<file path="src/rtl/smb_idx_pkg.sv">
package smb_idx_pkg;

  localparam int STRAP_IDX = 0;
  localparam int ID_IDX    = 7;
  localparam int DEVID_IDX = 8;
  localparam int CNT_IDX   = 12;
  localparam int DEFER_IDX = 19;

  typedef enum logic [2:0] {
    ST_IDLE, ST_ADDR, ST_OFFS, ST_CNT, ST_WDATA, ST_TXCNT, ST_TXDATA, ST_IGNORE
  } busState_t;

  typedef struct packed {
    logic shiftIn;
    logic loadPtr;
    logic loadCnt;
    logic wrData;
    logic txLoadCnt;
    logic txLoadReg;
    logic txShift;
    logic commit;
  } dpStrobe_t;

  function automatic logic [7:0] roMask(input int idx);
    case (idx)
      STRAP_IDX: roMask = 8'hE0;
      ID_IDX:    roMask = 8'hFF;
      DEVID_IDX: roMask = 8'hF0;
      default:   roMask = 8'h00;
    endcase
  endfunction

  function automatic logic [7:0] resetVal(input int idx);
    if (idx == CNT_IDX) resetVal = 8'h0D;
    else if (idx >= 2 && idx <= 4) resetVal = 8'hFF;
    else resetVal = 8'h00;
  endfunction

endpackage

</file>
<file path="src/rtl/smb_line_filter.sv">
module smb_line_filter #(
  parameter int LINES    = 2,
  parameter int FILT_LEN = 3
) (
  input  logic             clk,
  input  logic             rstN,
  input  logic [LINES-1:0] rawIn,
  output logic [LINES-1:0] filtOut
);
  localparam int CW = $clog2(FILT_LEN + 1);

  for (genvar g = 0; g < LINES; g++) begin : g_line
    logic [1:0]    syncQ;
    logic [CW-1:0] runQ;
    logic          levelQ;

    always_ff @(posedge clk) begin
      if (!rstN) begin
        syncQ  <= 2'b11;
        runQ   <= '0;
        levelQ <= 1'b1;
      end else begin
        syncQ <= {syncQ[0], rawIn[g]};
        if (syncQ[1] == levelQ) begin
          runQ <= '0;
        end else if (runQ == CW'(FILT_LEN - 1)) begin
          levelQ <= syncQ[1];
          runQ   <= '0;
        end else begin
          runQ <= runQ + 1'b1;
        end
      end
    end

    assign filtOut[g] = levelQ;
  end

endmodule

</file>
<file path="src/rtl/smb_bus_ctrl.sv">
module smb_bus_ctrl
  import smb_idx_pkg::*;
#(
  parameter logic [7:0] WR_ADDR = 8'hD2,
  parameter logic [7:0] RD_ADDR = 8'hD3
) (
  input  logic      clk,
  input  logic      rstN,
  input  logic      sclF,
  input  logic      sdaF,
  input  logic [7:0] rxByte,
  input  logic      offsOk,
  input  logic      remainZero,
  input  logic      txMsb,
  output dpStrobe_t strb,
  output logic      sdaDrvLow
);
  busState_t stQ, stD, afterQ, afterD;
  logic [3:0] bitQ, bitD;
  logic ackQ, ackD, txDrvQ, txDrvD, mAckQ, mAckD, armQ, armD;
  logic sclP, sdaP;

  wire sclRise = sclF & ~sclP;
  wire sclFall = ~sclF & sclP;
  wire startEv = sclF & sclP & sdaP & ~sdaF;
  wire stopEv  = sclF & sclP & ~sdaP & sdaF;
  wire isTx    = (stQ == ST_TXCNT) || (stQ == ST_TXDATA);
  wire busy    = (stQ != ST_IDLE) && (stQ != ST_IGNORE);

  always_comb begin
    stD = stQ; bitD = bitQ; ackD = ackQ; txDrvD = txDrvQ;
    afterD = afterQ; mAckD = mAckQ; armD = armQ;
    strb = '0;
    if (stopEv) begin
      stD = ST_IDLE; bitD = '0; ackD = 1'b0; txDrvD = 1'b0;
      strb.commit = 1'b1;
    end else if (startEv) begin
      stD = ST_ADDR; bitD = '0; ackD = 1'b0; txDrvD = 1'b0; armD = 1'b0;
    end else if (busy) begin
      if (sclRise) begin
        if (!isTx && bitQ < 4'd8) strb.shiftIn = 1'b1;
        if (isTx && bitQ == 4'd8) mAckD = ~sdaF;
      end
      if (sclFall) begin
        if (!armQ) begin
          armD = 1'b1;
        end else if (bitQ == 4'd7) begin
          bitD = 4'd8;
          if (isTx) begin
            txDrvD = 1'b0;
          end else begin
            afterD = ST_IGNORE;
            case (stQ)
              ST_ADDR: begin
                if (rxByte == WR_ADDR) begin ackD = 1'b1; afterD = ST_OFFS; end
                else if (rxByte == RD_ADDR) begin ackD = 1'b1; afterD = ST_TXCNT; end
              end
              ST_OFFS: if (offsOk) begin
                ackD = 1'b1; afterD = ST_CNT; strb.loadPtr = 1'b1;
              end
              ST_CNT: if (rxByte != 8'd0) begin
                ackD = 1'b1; afterD = ST_WDATA; strb.loadCnt = 1'b1;
              end
              ST_WDATA: if (!remainZero) begin
                ackD = 1'b1; afterD = ST_WDATA; strb.wrData = 1'b1;
              end
              default: afterD = ST_IGNORE;
            endcase
          end
        end else if (bitQ == 4'd8) begin
          bitD = '0;
          ackD = 1'b0;
          if (isTx) begin
            if (mAckQ) begin
              strb.txLoadReg = 1'b1; txDrvD = 1'b1; stD = ST_TXDATA;
            end else begin
              stD = ST_IGNORE;
            end
          end else begin
            stD = afterQ;
            if (afterQ == ST_TXCNT) begin
              strb.txLoadCnt = 1'b1; txDrvD = 1'b1;
            end
          end
        end else begin
          bitD = bitQ + 4'd1;
          if (isTx) strb.txShift = 1'b1;
        end
      end
    end
  end

  always_ff @(posedge clk) begin
    if (!rstN) begin
      stQ <= ST_IDLE; afterQ <= ST_IDLE; bitQ <= '0;
      ackQ <= 1'b0; txDrvQ <= 1'b0; mAckQ <= 1'b0; armQ <= 1'b0;
      sclP <= 1'b1; sdaP <= 1'b1;
    end else begin
      stQ <= stD; afterQ <= afterD; bitQ <= bitD;
      ackQ <= ackD; txDrvQ <= txDrvD; mAckQ <= mAckD; armQ <= armD;
      sclP <= sclF; sdaP <= sdaF;
    end
  end

  assign sdaDrvLow = ackQ | (txDrvQ & ~txMsb);

  // drive changes never happen while SCL is high
  p_drive_scl_low_r10: assert property (@(posedge clk) disable iff (!rstN)
    (sdaDrvLow != $past(sdaDrvLow)) |-> !sclF);

  // acknowledge pulls happen only in the ninth bit slot
  p_ack_slot_r2: assert property (@(posedge clk) disable iff (!rstN)
    ackQ |-> (bitQ == 4'd8));

  // at most one datapath action per cycle
  p_one_strobe_r6: assert property (@(posedge clk) disable iff (!rstN)
    $onehot0(strb));

  // a STOP leaves the line released
  p_release_on_stop_r7: assert property (@(posedge clk) disable iff (!rstN)
    stopEv |=> !sdaDrvLow);

endmodule

</file>
<file path="src/rtl/smb_reg_dp.sv">
module smb_reg_dp
  import smb_idx_pkg::*;
#(
  parameter int         NUM_REGS = 20,
  parameter logic [7:0] ID_BYTE  = 8'h15,
  parameter logic [3:0] DEV_ID   = 4'h7
) (
  input  logic                  clk,
  input  logic                  rstN,
  input  dpStrobe_t             strb,
  input  logic                  rxBit,
  input  logic [2:0]            strapIn,
  output logic [7:0]            rxByte,
  output logic                  offsOk,
  output logic                  remainZero,
  output logic                  txMsb,
  output logic [NUM_REGS*8-1:0] regFlat
);
  localparam int PTR_W = $clog2(NUM_REGS);

  logic [7:0] rxSh, txSh, remainQ, pendQ;
  logic       pendV;
  logic [PTR_W-1:0] ptrQ, ptrInc;
  logic [7:0] regQ  [NUM_REGS];
  logic [7:0] rdVal [NUM_REGS];

  for (genvar g = 0; g < NUM_REGS; g++) begin : g_view
    logic [7:0] fixedBits;
    always_comb begin
      if (g == STRAP_IDX)      fixedBits = {strapIn, 5'b0};
      else if (g == ID_IDX)    fixedBits = ID_BYTE;
      else if (g == DEVID_IDX) fixedBits = {DEV_ID, 4'b0};
      else                     fixedBits = 8'h00;
      rdVal[g] = (regQ[g] & ~roMask(g)) | (fixedBits & roMask(g));
    end
    assign regFlat[g*8 +: 8] = rdVal[g];
  end

  assign ptrInc     = (ptrQ == PTR_W'(NUM_REGS - 1)) ? '0 : ptrQ + 1'b1;
  assign rxByte     = rxSh;
  assign offsOk     = 32'(rxSh) < NUM_REGS;
  assign remainZero = (remainQ == 8'd0);
  assign txMsb      = txSh[7];

  always_ff @(posedge clk) begin
    if (!rstN) begin
      for (int i = 0; i < NUM_REGS; i++) regQ[i] <= resetVal(i);
      rxSh <= '0; txSh <= 8'hFF; remainQ <= '0; pendQ <= '0;
      pendV <= 1'b0; ptrQ <= '0;
    end else begin
      if (strb.shiftIn) rxSh <= {rxSh[6:0], rxBit};
      if (strb.loadPtr) ptrQ <= PTR_W'(rxSh);
      if (strb.loadCnt) remainQ <= rxSh;
      if (strb.wrData) begin
        remainQ <= remainQ - 8'd1;
        ptrQ    <= ptrInc;
        if (ptrQ == PTR_W'(DEFER_IDX)) begin
          pendQ <= rxSh;
          pendV <= 1'b1;
        end else begin
          regQ[ptrQ] <= rxSh;
        end
      end
      if (strb.txLoadCnt) txSh <= rdVal[CNT_IDX];
      if (strb.txLoadReg) begin
        txSh <= rdVal[ptrQ];
        ptrQ <= ptrInc;
      end
      if (strb.txShift) txSh <= {txSh[6:0], 1'b1};
      if (strb.commit && pendV) begin
        regQ[DEFER_IDX] <= pendQ;
        pendV <= 1'b0;
      end
    end
  end

  // the pointer stays inside the implemented range
  p_ptr_range_r3: assert property (@(posedge clk) disable iff (!rstN)
    32'(ptrQ) < NUM_REGS);

  // the control never stores more bytes than announced
  p_count_guard_r4: assert property (@(posedge clk) disable iff (!rstN)
    strb.wrData |-> (remainQ != 8'd0));

  // a write aimed at the deferred index leaves it untouched
  p_defer_hold_r8: assert property (@(posedge clk) disable iff (!rstN)
    (strb.wrData && ptrQ == PTR_W'(DEFER_IDX)) |=> $stable(regQ[DEFER_IDX]));

endmodule

</file>
<file path="src/rtl/smb_idx_regslave.sv">
module smb_idx_regslave
  import smb_idx_pkg::*;
#(
  parameter int         NUM_REGS = 20,
  parameter int         FILT_LEN = 3,
  parameter logic [7:0] WR_ADDR  = 8'hD2,
  parameter logic [7:0] RD_ADDR  = 8'hD3,
  parameter logic [7:0] ID_BYTE  = 8'h15,
  parameter logic [3:0] DEV_ID   = 4'h7
) (
  input  logic                  clk,
  input  logic                  rstN,
  input  logic                  sclIn,
  input  logic                  sdaIn,
  input  logic [2:0]            strapIn,
  output logic                  sdaDrvLow,
  output logic [NUM_REGS*8-1:0] regFlat
);
  logic [1:0] filtLines;
  dpStrobe_t  strb;
  logic [7:0] rxByte;
  logic       offsOk, remainZero, txMsb;

  smb_line_filter #(.LINES(2), .FILT_LEN(FILT_LEN)) u_filt (
    .clk(clk), .rstN(rstN), .rawIn({sdaIn, sclIn}), .filtOut(filtLines)
  );

  smb_bus_ctrl #(.WR_ADDR(WR_ADDR), .RD_ADDR(RD_ADDR)) u_ctrl (
    .clk(clk), .rstN(rstN), .sclF(filtLines[0]), .sdaF(filtLines[1]),
    .rxByte(rxByte), .offsOk(offsOk), .remainZero(remainZero), .txMsb(txMsb),
    .strb(strb), .sdaDrvLow(sdaDrvLow)
  );

  smb_reg_dp #(.NUM_REGS(NUM_REGS), .ID_BYTE(ID_BYTE), .DEV_ID(DEV_ID)) u_dp (
    .clk(clk), .rstN(rstN), .strb(strb), .rxBit(filtLines[1]), .strapIn(strapIn),
    .rxByte(rxByte), .offsOk(offsOk), .remainZero(remainZero), .txMsb(txMsb),
    .regFlat(regFlat)
  );

endmodule

</file>
<file path="config.mk">
export PLATFORM = sky130hd
export DESIGN_NAME = smb_idx_regslave
export DESIGN_NICKNAME = d
export VERILOG_FILES = /design/src/rtl/smb_idx_pkg.sv /design/src/rtl/smb_line_filter.sv /design/src/rtl/smb_bus_ctrl.sv /design/src/rtl/smb_reg_dp.sv /design/src/rtl/smb_idx_regslave.sv
export SDC_FILE = /design/constraint.sdc
export NUM_CORES = 1
export LEC_CHECK = 0
export BUFFER_PORTS_ARGS = -buffer_cell sky130_fd_sc_hd__buf_2
export CORE_UTILIZATION = 50
export DETAILED_ROUTE_END_ITERATION = 10
export PLACE_DENSITY_LB_ADDON = 0.08
export RECOVER_POWER = 100
export SLEW_MARGIN = 20
export SYNTH_ARGS = -nofsm -noshare
export SYNTH_HDL_FRONTEND = slang
export SYNTH_HIERARCHICAL = 1
export SYNTH_SLANG_ARGS = --single-unit
</file>
<file path="constraint.sdc">
create_clock -name clk -period 3.1 [get_ports clk]
set_input_delay 0.31 -clock clk [delete_from_list [all_inputs] [get_ports clk]]
set_output_delay 0.31 -clock clk [all_outputs]
set_load 0.05 [all_outputs]
</file>
Word-level counts from Yosys, hierarchy flattened
Memories as Yosys holds them, arrays and structs flattened.
Cells that the tools add are included.
{"block": "totals", "mem_bits_rw": 160, "memories": 1, "input_bits": 7, "elab_cells": 204, "ff_bits": 64}
{"name": "u_dp.regQ", "words": 20, "word_bits": 8, "read_ports": 19, "rd_clocked_by_memory_dff": 0, "write_ports": 20, "line_no": "smb_reg_dp.sv:24", "rtl": "logic [7:0] regQ [NUM_REGS];"}
{"block": "classes", "magnitude_cmp": 3, "n_addsub": 5, "n_reduce_logical": 37, "eq_ne": 26, "muxes": 85, "n_bitwise": 24}
{"op": "$mux W8", "n": 12}
{"op": "$mux W1", "n": 48}
{"op": "$bmux W8 S5", "n": 1}
{"op": "$mux W5", "n": 5}
{"op": "$mux W7", "n": 3}
{"op": "$mux W3", "n": 6}
{"op": "$eq A8 B8 Y1 const B", "n": 2}
{"op": "$reduce_bool A2 Y1", "n": 8}
{"op": "$reduce_and A5 Y1", "n": 3}
{"op": "$reduce_and A7 Y1", "n": 2}
{"op": "$eq A3 B3 Y1 const B", "n": 4}
{"op": "$mux W6", "n": 2}
{"op": "$ne A3 B3 Y1 const B", "n": 4}
{"op": "$not A1 Y1", "n": 12}
{"op": "$pmux W3 S4", "n": 1}
{"op": "$reduce_and A10 Y1", "n": 1}
{"op": "$reduce_bool A3 Y1", "n": 3}
{"op": "$reduce_or A3 Y1", "n": 3}
{"op": "$and A1 B1 Y1", "n": 8}
{"op": "$logic_not A8 Y1", "n": 1}
{"op": "$lt A8 B5 Y1 const B", "n": 1}
{"op": "$mux W2", "n": 4}
{"op": "$mux W4", "n": 2}
{"op": "$or A5 B8 Y8", "n": 1}
{"op": "other kinds (29)", "n": 43}

Logic depth before layout (Yosys ltp)
Gate-level depths: netlist of run 1.
{"block": "logic_depth", "depth_word": 15, "mapped_depth": 13, "ltp_nobuf": 10}

By module
Netlist of run 1, hierarchy kept.
{"mod": "smb_reg_dp", "cells_per_inst": 761, "area_each_um2": 9032.4, "seq_area_each_um2": 5114.9, "n_inst": 1}
{"mod": "smb_bus_ctrl", "cells_per_inst": 130, "area_each_um2": 1061.0, "seq_area_each_um2": 320.3, "n_inst": 1}
{"mod": "smb_line_filter", "cells_per_inst": 30, "area_each_um2": 352.8, "seq_area_each_um2": 200.2, "n_inst": 1}

Worst setup path before layout of run 1
Ideal clock, no wire load.
{"block": "synth_timing", "kind": "register to register", "startpoint": "reg u_dp.remainQ[2]", "endpoint": "mem u_dp.regQ[2][0] (enable)", "stages_incl_launch_ff": 11, "arrival_time_ns": 2.853, "setup_time_ns": 0.384, "path_slack_ns": -0.137, "period_less_slack_ns": 3.237, "path_buffers": 1, "cell_sequence": "dfxtp_1 or3_1 or2_1 nor4b_1 or4b_2 nor2_1 nand2_1 a21oi_2 nand2_1 clkbuf_1 o21ai_0"}
{"item": "from (decl)", "line_no": "smb_reg_dp.sv:21", "rtl": "logic [7:0] rxSh, txSh, remainQ, pendQ;"}
{"item": "from (signal assigned)", "line_no": "smb_reg_dp.sv:53", "rtl": "if (strb.loadCnt) remainQ <= rxSh;"}
{"item": "from (signal assigned)", "line_no": "smb_reg_dp.sv:55", "rtl": "remainQ <= remainQ - 8'd1;"}
{"item": "to (decl)", "line_no": "smb_reg_dp.sv:24"}

==> results_dict.tcl, run 1 <==
set metrics [dict create \
    leakagePower_nw 4.13 \
    hpwl_mm 20.3 \
    boundaryPins 168 \
    first_pass_iters 5 \
    yosys_warnings 6 \
    rsz0062_at_grt "false" \
    grt_pass1_vias 7423 \
    cp-start-kind "flop" \
    nFillCells 1817 \
    drv_slew 0 \
    ys_async_sr_fraction_pct 0 \
    die_w_um 147 \
    drt-initial-drc-count 743 \
    worstMarginPinSlew_ns 0.923 \
    r2r_start "u_dp/remainQ[2]$_SDFFE_PN0P_" \
    regToRegEndpoint "u_dp/regQ[4][1]$_SDFFCE_PN1P_" \
    synthCells 921 \
    drv.max_cap_violation_count 0 \
    die_h_um 147 \
    final_antenna_net_count 0 \
    synth.avg_cell_area_sq_um 11.3 \
    cellPowerDensity_nw_per_um2 528 \
    critPathLaunch "u_dp/remainQ[2]$_SDFFE_PN0P_" \
    p_switching_mw 1.68 \
    final_cells 1372 \
    vias 7879 \
    fp-row-count 52 \
    wirelength_mm 29.4 \
    worstSetupEndpointType "flop" \
    wl_per_cell_um 21.4 \
    post_dp_cell_area_sq_um 11700 \
    port_buffers 155 \
    regToRegSetupSlack_ns 0.13 \
    via_per_inst 5.74 \
    grt_max_degree 78 \
    fin_area_sq_um 12100 \
    gp_congestion 0.862 \
    floorplan.initialDensity_pct 51.3 \
    cts_tree "built" \
    ctsHtreeMaxLevel 1 \
    max-slew-margin-rel_pct 38.4 \
    crit_arrival_ns 3.18 \
    hold_viol_final 0 \
    grt.total_usage_pct 27.1 \
    clk_latency_ns 0.52 \
    synth.distinct_cells 76 \
    cp_data_required_time_ns 3.31 \
    drc 0 \
    endpoint "u_dp/regQ[4][1]$_SDFFCE_PN1P_" \
    grt_pass1_wl_mm 44.2 \
    fin_worst_skew_ns 0.0198 \
    antenna_found_initial 1 \
    netlist_area_sq_um 10400 \
    fmax_ghz 0.336 \
    core_sq_um 20400 \
    drive_above_1_share_pct 12.2 \
    synth-main-ff-cell "edfxtp_1" \
    sw_frac_of_total_pct 26.3 \
    combPwrFrac_pct 9.5 \
    dp.cells 1328 \
    clockBufferDepth 3 \
    crit_path_max_fanout 9 \
    grt.overflow.total 0 \
    fin_crit_ns 2.97 \
    clkSinkCount 209 \
    fp.dieArea_sq_um 21500 \
    p_seq_share_pct 49.4 \
    seq_area_frac_synth_pct 53.9 \
    hold_class "input pin to flop" \
    clkPwrFrac_pct 41.1 \
    final_nets 1104 \
    ys_ff_latch 209 \
    setup_violations 0 \
    syn_to_final_growth_pct 16.0 \
    outcome "completed" \
    path_class "flop to flop" \
    root_buffer "clkbuf_16" \
    clk_pin_slew_worst_paths_ns 0.05 \
    p_int_mw 4.72 \
    synth_enable_flop_cells 145 \
    diodes 0 \
    post-route-period-util_pct 95.9 \
    ir_drop_mv 0.418 \
    worstRegToRegCells 11 \
    cts_made_buffers 24 \
]
[logic make-up after synthesis]
family	Yosys count	share of synthesized area [%]
adders and majority gates	11	1.32
xor gates and xnor gates	4	0.335
DFF	209	53.9
buffers and inverters	101	4.62
other	2	0.0719
and+or+nand+nor	361	19.5
AOI/OAI and AO/OA	157	10.1
muxes	76	10.1
[metrics by stage]
stage / setup WS [ns] / hold WS [ns] / TNS, ns / total power [mW] / util (%)
after floorplan: -0.137 / 0.372 / -5.19 / 3.68 / -
after global placement: 0.0770 / 0.391 / 0 / 3.86 / 57.2
after detailed placement: -0.0462 / 0.394 / -0.275 / 3.86 / 57.2
after CTS: 0.0258 / 0.285 / 0 / 6.48 / 60.9
after global routing: 0.00228 / 0.295 / 0 / 6.57 / 59.5
final: 0.128 / 0.279 / 0 / 6.40 / 59.5
[power groups by stage]
stage | Sequential (mW) | Clock [mW] | Combinational (mW)
finish | 3.16 | 2.63 | 0.611
global route | 3.17 | 2.77 | 0.633
CTS | 3.16 | 2.68 | 0.652
detailed placement | 3.21 | 0 | 0.648
global placement | 3.22 | 0 | 0.645
floorplan | 3.54 | 0 | 0.140
[registers in the layout, indices dropped and copies added, names as in the netlist, 2 cells and up]
register              cells
u_filt/g_line.levelQ      2
u_ctrl/afterQ             3
u_dp/ptrQ                 5
u_ctrl/stQ                3
u_filt/g_line.syncQ       4
u_filt/g_line.runQ        4
u_dp/pendQ                8
u_dp/rxByte               8
u_dp/remainQ              8
u_dp/regQ               145
u_ctrl/bitQ               4
u_dp/txSh                 8
[placed cells by master (no fill, tap or decap), drive strengths merged, types with 4 or more instances in the layout]
cell type | Yosys | routed
and2 | 114 | 114
o211a | 4 | 4
buf | 37 | 36
inv | 15 | 15
a21boi | 6 | 6
a211oi | 4 | 4
nor4b | 7 | 7
or3 | 30 | 30
clkbuf | 49 | 212
nand2b | 15 | 15
nand2 | 60 | 60
nand4 | 4 | 4
a311oi | 4 | 4
a21o | 6 | 6
a22oi | 4 | 4
nor4 | 4 | 4
nand3 | 11 | 11
o221ai | 5 | 5
a31oi | 8 | 8
mux2 | 13 | 13
mux4 | 20 | 20
nor2b | 24 | 24
and3 | 5 | 5
mux2i | 43 | 43
o211ai | 7 | 7
clkinv | 0 | 5
o22ai | 4 | 4
o21ai | 45 | 45
dfxtp | 64 | 64
a21oi | 29 | 29
nor2 | 46 | 46
nor3 | 22 | 22
nor3b | 5 | 5
conb | 2 | 12
ha | 11 | 11
edfxtp | 145 | 145
[synthesized netlist by cell type, types with 20 or more instances]
| library cell | number | area (sq um) |
|---|---|---|
| nor3_1 | 20 | 100 |
| or3_1 | 30 | 188 |
| nor2_1 | 46 | 173 |
| and2_1 | 114 | 713 |
| nand2_1 | 60 | 225 |
| mux2i_1 | 43 | 430 |
| clkbuf_1 | 49 | 184 |
| a21oi_1 | 28 | 140 |
| edfxtp_1 | 145 | 4350 |
| dfxtp_1 | 64 | 1280 |
| nor2b_1 | 24 | 150 |
| o21ai_0 | 41 | 205 |
[routing by layer]
metal	track usage [%]	routed length [um]	vias up
li1	-	-	3667
met1	39.3	13300	3785
met2	42.3	13200	377
met3	3.75	2190	50
met4	7.76	712	0
met5	0	0	-
[worst min path at each step]
stage	to	depth (start not counted)	startpoint
finish	u_filt/g_line[0].levelQ$_SDFFE_PN1P_	3	rstN
global route	u_filt/g_line[0].levelQ$_SDFFE_PN1P_	3	rstN
CTS	u_filt/g_line[0].levelQ$_SDFFE_PN1P_	3	rstN
detailed placement	u_filt/g_line[1].syncQ[1]$_SDFF_PN1_	1	u_filt/g_line[1].syncQ[0]$_SDFF_PN1_
global placement	u_filt/g_line[1].syncQ[1]$_SDFF_PN1_	1	u_filt/g_line[1].syncQ[0]$_SDFF_PN1_
floorplan	u_filt/g_line[0].levelQ$_SDFFE_PN1P_	1	rstN
[what timing repair did]
action / 4_1_cts / 5_1_grt
endpoints found under the setup margin: 8 / 183
gates resized for setup: 1 / 11
gates cloned: 0 / 0
buffers inserted: 0 / 0
endpoints found under the hold margin: 2 / 0
hold buffers: 2 / 0
[worst max-delay path, cell delays in order (launching register included)]
cell	delay, ns
dfxtp_1	0.40
or3_1	0.18
or2_4	0.15
nor4b_2	0.06
or4b_2	0.63
nor2_1	0.18
nand2_1	0.12
a21oi_4	0.19
nand2_1	0.10
clkbuf_1	0.23
o21ai_1	0.21
clkbuf_2	0.21
[final cells by class]
class / instances / area (sq um) / area share, %
Inverter: 15 / 56.3 / 0.465
Tap cell: 270 / 338 / 2.79
Clock inverter: 7 / 36.3 / 0.299
Clock buffer: 35 / 693 / 5.72
Multi-Input combinational cell: 621 / 4370 / 36.0
Sequential cell: 209 / 5640 / 46.5
Timing Repair Buffer: 215 / 992 / 8.19
Note: power is estimated with default switching activity, not from simulation.
==> inputs of run 2 (changes only) <==
==> constraint.sdc (replaced) <==
create_clock -name clk -period 3.1 [get_ports clk]
set_input_delay 0.62 -clock clk [delete_from_list [all_inputs] [get_ports clk]]
set_output_delay 0.62 -clock clk [all_outputs]
set_load 0.05 [all_outputs]
==> run 2 against run 1 <==
Effect of this change:
- final cell count shrank 0.15%
- sequential power about the same
- clock-buffer cell count unchanged
- clock skew about the same
- highest routed layer unchanged
- worst hold slack better by 0.018 ns
- register-to-register slack worse by 0.04 ns
- critical path type unchanged
- global-route usage is essentially flat
- largest cell class unchanged
- first-iteration DRC count is 6.3% lower
- critical path depth did not move
==> results_dict.tcl, run 2 (same netlist as run 1, synthesis figures left out) <==
set metrics [dict create \
    crit_path_max_fanout 9 \
    max-slew-margin-rel_pct 0.216 \
    fin_crit_ns 3.01 \
    fin_area_sq_um 12100 \
    grt_max_degree 78 \
    cp-start-kind "flop" \
    hold_class "input pin to flop" \
    drive_above_1_share_pct 12.5 \
    cellPowerDensity_nw_per_um2 529 \
    drt-initial-drc-count 696 \
    final_cells 1370 \
    dp.cells 1328 \
    grt.total_usage_pct 27.0 \
    crit_arrival_ns 3.21 \
    rsz0062_at_grt "false" \
    cp_data_required_time_ns 3.31 \
    clkSinkCount 209 \
    vias 7842 \
    grt_pass1_wl_mm 44.2 \
    drv_slew 0 \
    via_per_inst 5.72 \
    fin_util_pct 59.4 \
    die_w_um 147 \
    final_nets 1102 \
    post-route-period-util_pct 97.0 \
    wirelength_mm 29.4 \
    clk_latency_ns 0.52 \
    fin_worst_skew_ns 0.0198 \
    nFillCells 1815 \
    final_antenna_net_count 0 \
    whs_ns 0.297 \
    die_h_um 147 \
    hold_viol_final 0 \
    grt_pass1_vias 7407 \
    cts_tree "built" \
    gp_congestion 0.862 \
    fin_tns_setup_ns 0 \
    port_buffers 155 \
    setup_violations 0 \
    drc 0 \
    post_dp_cell_area_sq_um 11700 \
    worstMarginPinSlew_ns 1.50 \
    cts-hold-fix-buffers 0 \
    regToRegSetupSlack_ns 0.09 \
    ctsHtreeMaxLevel 1 \
    grt.overflow.total 0 \
    boundaryPins 168 \
    wl_per_cell_um 21.4 \
    core_sq_um 20400 \
    diodes 0 \
    ir_drop_mv 0.420 \
    cts_made_buffers 24 \
    fmax_ghz 0.333 \
    leakagePower_nw 4.12 \
    clockBufferDepth 3 \
    max_flop_register "u_dp/regQ" \
    root_buffer "clkbuf_16" \
    final_cell_mix "clkbuf_1, edfxtp_1, and2_0" \
    antenna_found_initial 1 \
    worstSetupEndpointType "flop" \
    hpwl_mm 20.3 \
    syn_to_final_growth_pct 15.9 \
    floorplan.initialDensity_pct 51.3 \
    path_class "flop to flop" \
    clk_pin_slew_worst_paths_ns 0.05 \
    first_pass_iters 5 \
    fp-row-count 52 \
    drv.max_cap_violation_count 0 \
    largest_register_ffs 145 \
    fp.dieArea_sq_um 21500 \
    final_common_cell "clkbuf_1" \
    outcome "completed" \
]
-- run 2: cell count changes in the layout (fill, tap and decap cells not counted), moves of 2 or more --
| cell | change |
|---|---|
| buf_2 | +2 |
| dlygate4sd3_1 | -2 |
| buf_4 | +4 |
| clkbuf_2 | -3 |
-- run 2: cell type report --
class,instances,area [sq um],share of cell area [%]
repair buffers,213,966,7.98
flip-flops and latches,209,5640,46.6
clock buffers,35,693,5.73
multi-input cells,621,4380,36.2
well taps,270,338,2.79
inverters,15,56.3,0.465
clock inverters,7,36.3,0.300
-- run 2: per-layer routing --
metal | vias up | part of all wire [%] | GRT usage, %
met5 | - | 0 | 0
met3 | 48 | 7.0 | 3.75
met4 | 0 | 2.4 | 7.76
li1 | 3659 | - | -
met2 | 350 | 45 | 42.2
met1 | 3785 | 46 | 39.3
-- run 2: what timing repair did --
action	CTS	global route
gates resized for setup	1	11
setup buffers	0	0
pin swaps	0	0
setup endpoints to repair	8	183
-- run 2: worst paths after layout --
path | from | end | cells past startpoint
worst min-delay path | sclIn | u_filt/g_line[0].syncQ[0]$_SDFF_PN1_ | 2
worst min register to register | u_filt/g_line[1].syncQ[0]$_SDFF_PN1_ | u_filt/g_line[1].syncQ[1]$_SDFF_PN1_ | 1
worst max-delay path | u_dp/remainQ[2]$_SDFFE_PN0P_ | u_dp/regQ[4][1]$_SDFFCE_PN1P_ | 11
worst max register to register | u_dp/remainQ[2]$_SDFFE_PN0P_ | u_dp/regQ[4][1]$_SDFFCE_PN1P_ | 11
-- run 2: critical path, stage by stage, from the launching register on --
cell and delay [ns]:
dfxtp_1 0.41, or3_1 0.18, or2_4 0.15, nor4b_2 0.06
or4b_2 0.63, nor2_1 0.18, nand2_1 0.12, a21oi_4 0.19
nand2_1 0.11, clkbuf_1 0.24, o21ai_1 0.20, buf_2 0.24
-- run 2: per-stage QoR --
step / setup WS (ns) / total power, mW
floorplan: -0.137 / 3.68
global placement: 0.0770 / 3.86
detailed placement: -0.0462 / 3.86
CTS: 0.0258 / 6.48
global route: 0.00418 / 6.57
finish: 0.0925 / 6.41
-- run 2: power breakdown --
group,switching [mW],internal [mW]
sequential,0.0800,3.08
combinational,0.514,0.0940
clock,1.10,1.54
==> inputs of run 3 (changes only) <==
--- a/config.mk
+++ b/config.mk
@@ -11,5 +11,5 @@
 export PLACE_DENSITY_LB_ADDON = 0.08
 export RECOVER_POWER = 100
-export SLEW_MARGIN = 20
+export SLEW_MARGIN = 5
 export SYNTH_ARGS = -nofsm -noshare
 export SYNTH_HDL_FRONTEND = slang
==> constraint.sdc (replaced) <==
create_clock -name clk -period 3.1 [get_ports clk]
set_input_delay 0 -clock clk [delete_from_list [all_inputs] [get_ports clk]]
set_output_delay 0 -clock clk [all_outputs]
set_load 0.05 [all_outputs]
==> run 3 against run 2 <==
Effect of this change:
- combinational power rose by 2%
- final cell count about the same
- register-to-register slack got worse by 0.03 ns
- largest power group unchanged
- critical path depth fell by 2
- sequential power barely moved
- highest routed layer unchanged
- critical endpoint is now u_dp/regQ[19][7]$_DFFE_PP_
- utilization increased by 0.70 points
==> results_dict.tcl, run 3 (same netlist as run 1, synthesis figures left out) <==
set metrics [dict create \
    leakagePower_nw 4.27 \
    antenna_found_initial 0 \
    floorplan.initialDensity_pct 51.3 \
    hold_class "input pin to flop" \
    vias 7971 \
    root_buffer "clkbuf_16" \
    clk_pin_slew_worst_paths_ns 0.05 \
    grt.overflow.total 0 \
    drive_above_1_share_pct 13.6 \
    fin_area_sq_um 12200 \
    grt_pass1_vias 7406 \
    final_antenna_net_count 0 \
    fin_tns_setup_ns 0 \
    fin_crit_ns 3.04 \
    cellPowerDensity_nw_per_um2 533 \
    cts_made_buffers 24 \
    largest_register_ffs 145 \
    fmax_ghz 0.329 \
    max_flop_register "u_dp/regQ" \
    max-slew-margin-rel_pct 40.5 \
    clk_latency_ns 0.51 \
    outcome "completed" \
    wl_per_cell_um 21.6 \
    final_nets 1102 \
    fp.dieArea_sq_um 21500 \
    diodes 0 \
    ctsHtreeMaxLevel 1 \
    syn_to_final_growth_pct 17.3 \
    path_class "flop to flop" \
    cp-start-kind "flop" \
    cp_data_required_time_ns 3.25 \
    grt.total_usage_pct 27.1 \
    grt_max_degree 52 \
    crit_arrival_ns 3.19 \
    first_pass_iters 5 \
    setup_violations 0 \
    post_dp_cell_area_sq_um 11600 \
    final_cell_mix "clkbuf_1, edfxtp_1, and2_1" \
    drv_slew 0 \
    cts_tree "built" \
    cts_setup_buffers 0 \
    port_buffers 155 \
    p_total_mw 6.52 \
    die_w_um 147 \
    regArea_sq_um 5640 \
    drc 0 \
    boundaryPins 168 \
    crit_path_max_fanout 8 \
    drt-initial-drc-count 770 \
    core_sq_um 20400 \
    fin_worst_skew_ns 0.00861 \
    post-route-period-util_pct 98.1 \
    fp-row-count 52 \
    drv.max_cap_violation_count 0 \
    multi_input_comb_area_sq_um 4400 \
    clkSinkCount 209 \
    fin_ws_ns 0.0575 \
    gp_congestion 0.864 \
    dp_slack_ns 0.0567 \
    hold_viol_final 0 \
    worstMarginPinSlew_ns 0.892 \
    clockBufferDepth 3 \
    final_common_cell "clkbuf_1" \
    die_h_um 147 \
    wirelength_mm 29.5 \
    nFillCells 1826 \
    via_per_inst 5.81 \
    worstSetupEndpointType "flop" \
    ir_drop_mv 0.544 \
    hpwl_mm 20.5 \
    grt_pass1_wl_mm 44.1 \
]
## run 3: cell types whose count changed in the layout (fill, tap and decap cells not counted), sizes merged
cell | before | now
buf | 41 | 61
bufinv | 0 | 1
clkbuf | 207 | 184
clkinv | 5 | 6
clkinvlp | 2 | 1
dlygate4sd3 | 0 | 2
inv | 15 | 16
## run 3: layout make-up
cell class	instances	area share, %
flip-flops and latches	209	46.0
multi-input cells	621	35.9
repair buffers	213	8.58
clock buffers	34	5.66
well taps	270	2.76
clock inverters	9	0.623
inverters	15	0.460
## run 3: final timing paths
path	from	endpoint	slack, ns	depth (start not counted)
worst min-delay path	rstN	u_filt/g_line[0].levelQ$_SDFFE_PN1P_	0.08	3
worst max-delay path	u_dp/remainQ[2]$_SDFFE_PN0P_	u_dp/regQ[19][7]$_DFFE_PP_	0.06	9
worst max register to register	u_dp/remainQ[2]$_SDFFE_PN0P_	u_dp/regQ[19][7]$_DFFE_PP_	0.06	9
worst min register to register	u_filt/g_line[1].syncQ[0]$_SDFF_PN1_	u_filt/g_line[1].syncQ[1]$_SDFF_PN1_	0.41	1
## run 3: timing repair
item / CTS / global route
gates resized for setup: 0 / 16
endpoints found under the setup margin: 0 / 228
hold buffers: 2 / 0
hold endpoints to repair: 2 / 0
## run 3: critical path: stages (launching register included)
cell and delay (ns):
dfxtp_2 0.34, or3_1 0.40, or2_1 0.29, nor4b_1 0.54, or4b_2 0.26, nor2_2 0.05
nand2_1 0.11, a21oi_4 0.06, and3_1 0.24, nand3b_1 0.40
## run 3: through the flow
step | utilization (%) | hold slack (ns) | cells
2_1_floorplan | - | 0.0619 | 931
3_3_place_gp | 57.1 | 0.195 | 1326
3_5_place_dp | 57.1 | 0.186 | 1326
4_1_cts | 61.0 | 0.0716 | 1371
5_1_grt | 60.1 | 0.0956 | 1371
6_report | 60.1 | 0.0768 | 1371
## run 3: routing by layer
| metal | track usage, % | share of wire, % | vias to the layer above |
|---|---|---|---|
| met5 | 0 | 0 | - |
| met4 | 8.49 | 2.5 | 0 |
| met3 | 4.59 | 7.3 | 52 |
| met2 | 41.8 | 45 | 361 |
| met1 | 39.1 | 45 | 3885 |
| li1 | - | - | 3673 |
## run 3: where the power goes
| part | switching, mW | internal [mW] | total (mW) |
|---|---|---|---|
| Clock | 1.11 | 1.64 | 2.75 |
| Sequential | 0.0792 | 3.08 | 3.16 |
| Combinational | 0.517 | 0.102 | 0.618 |
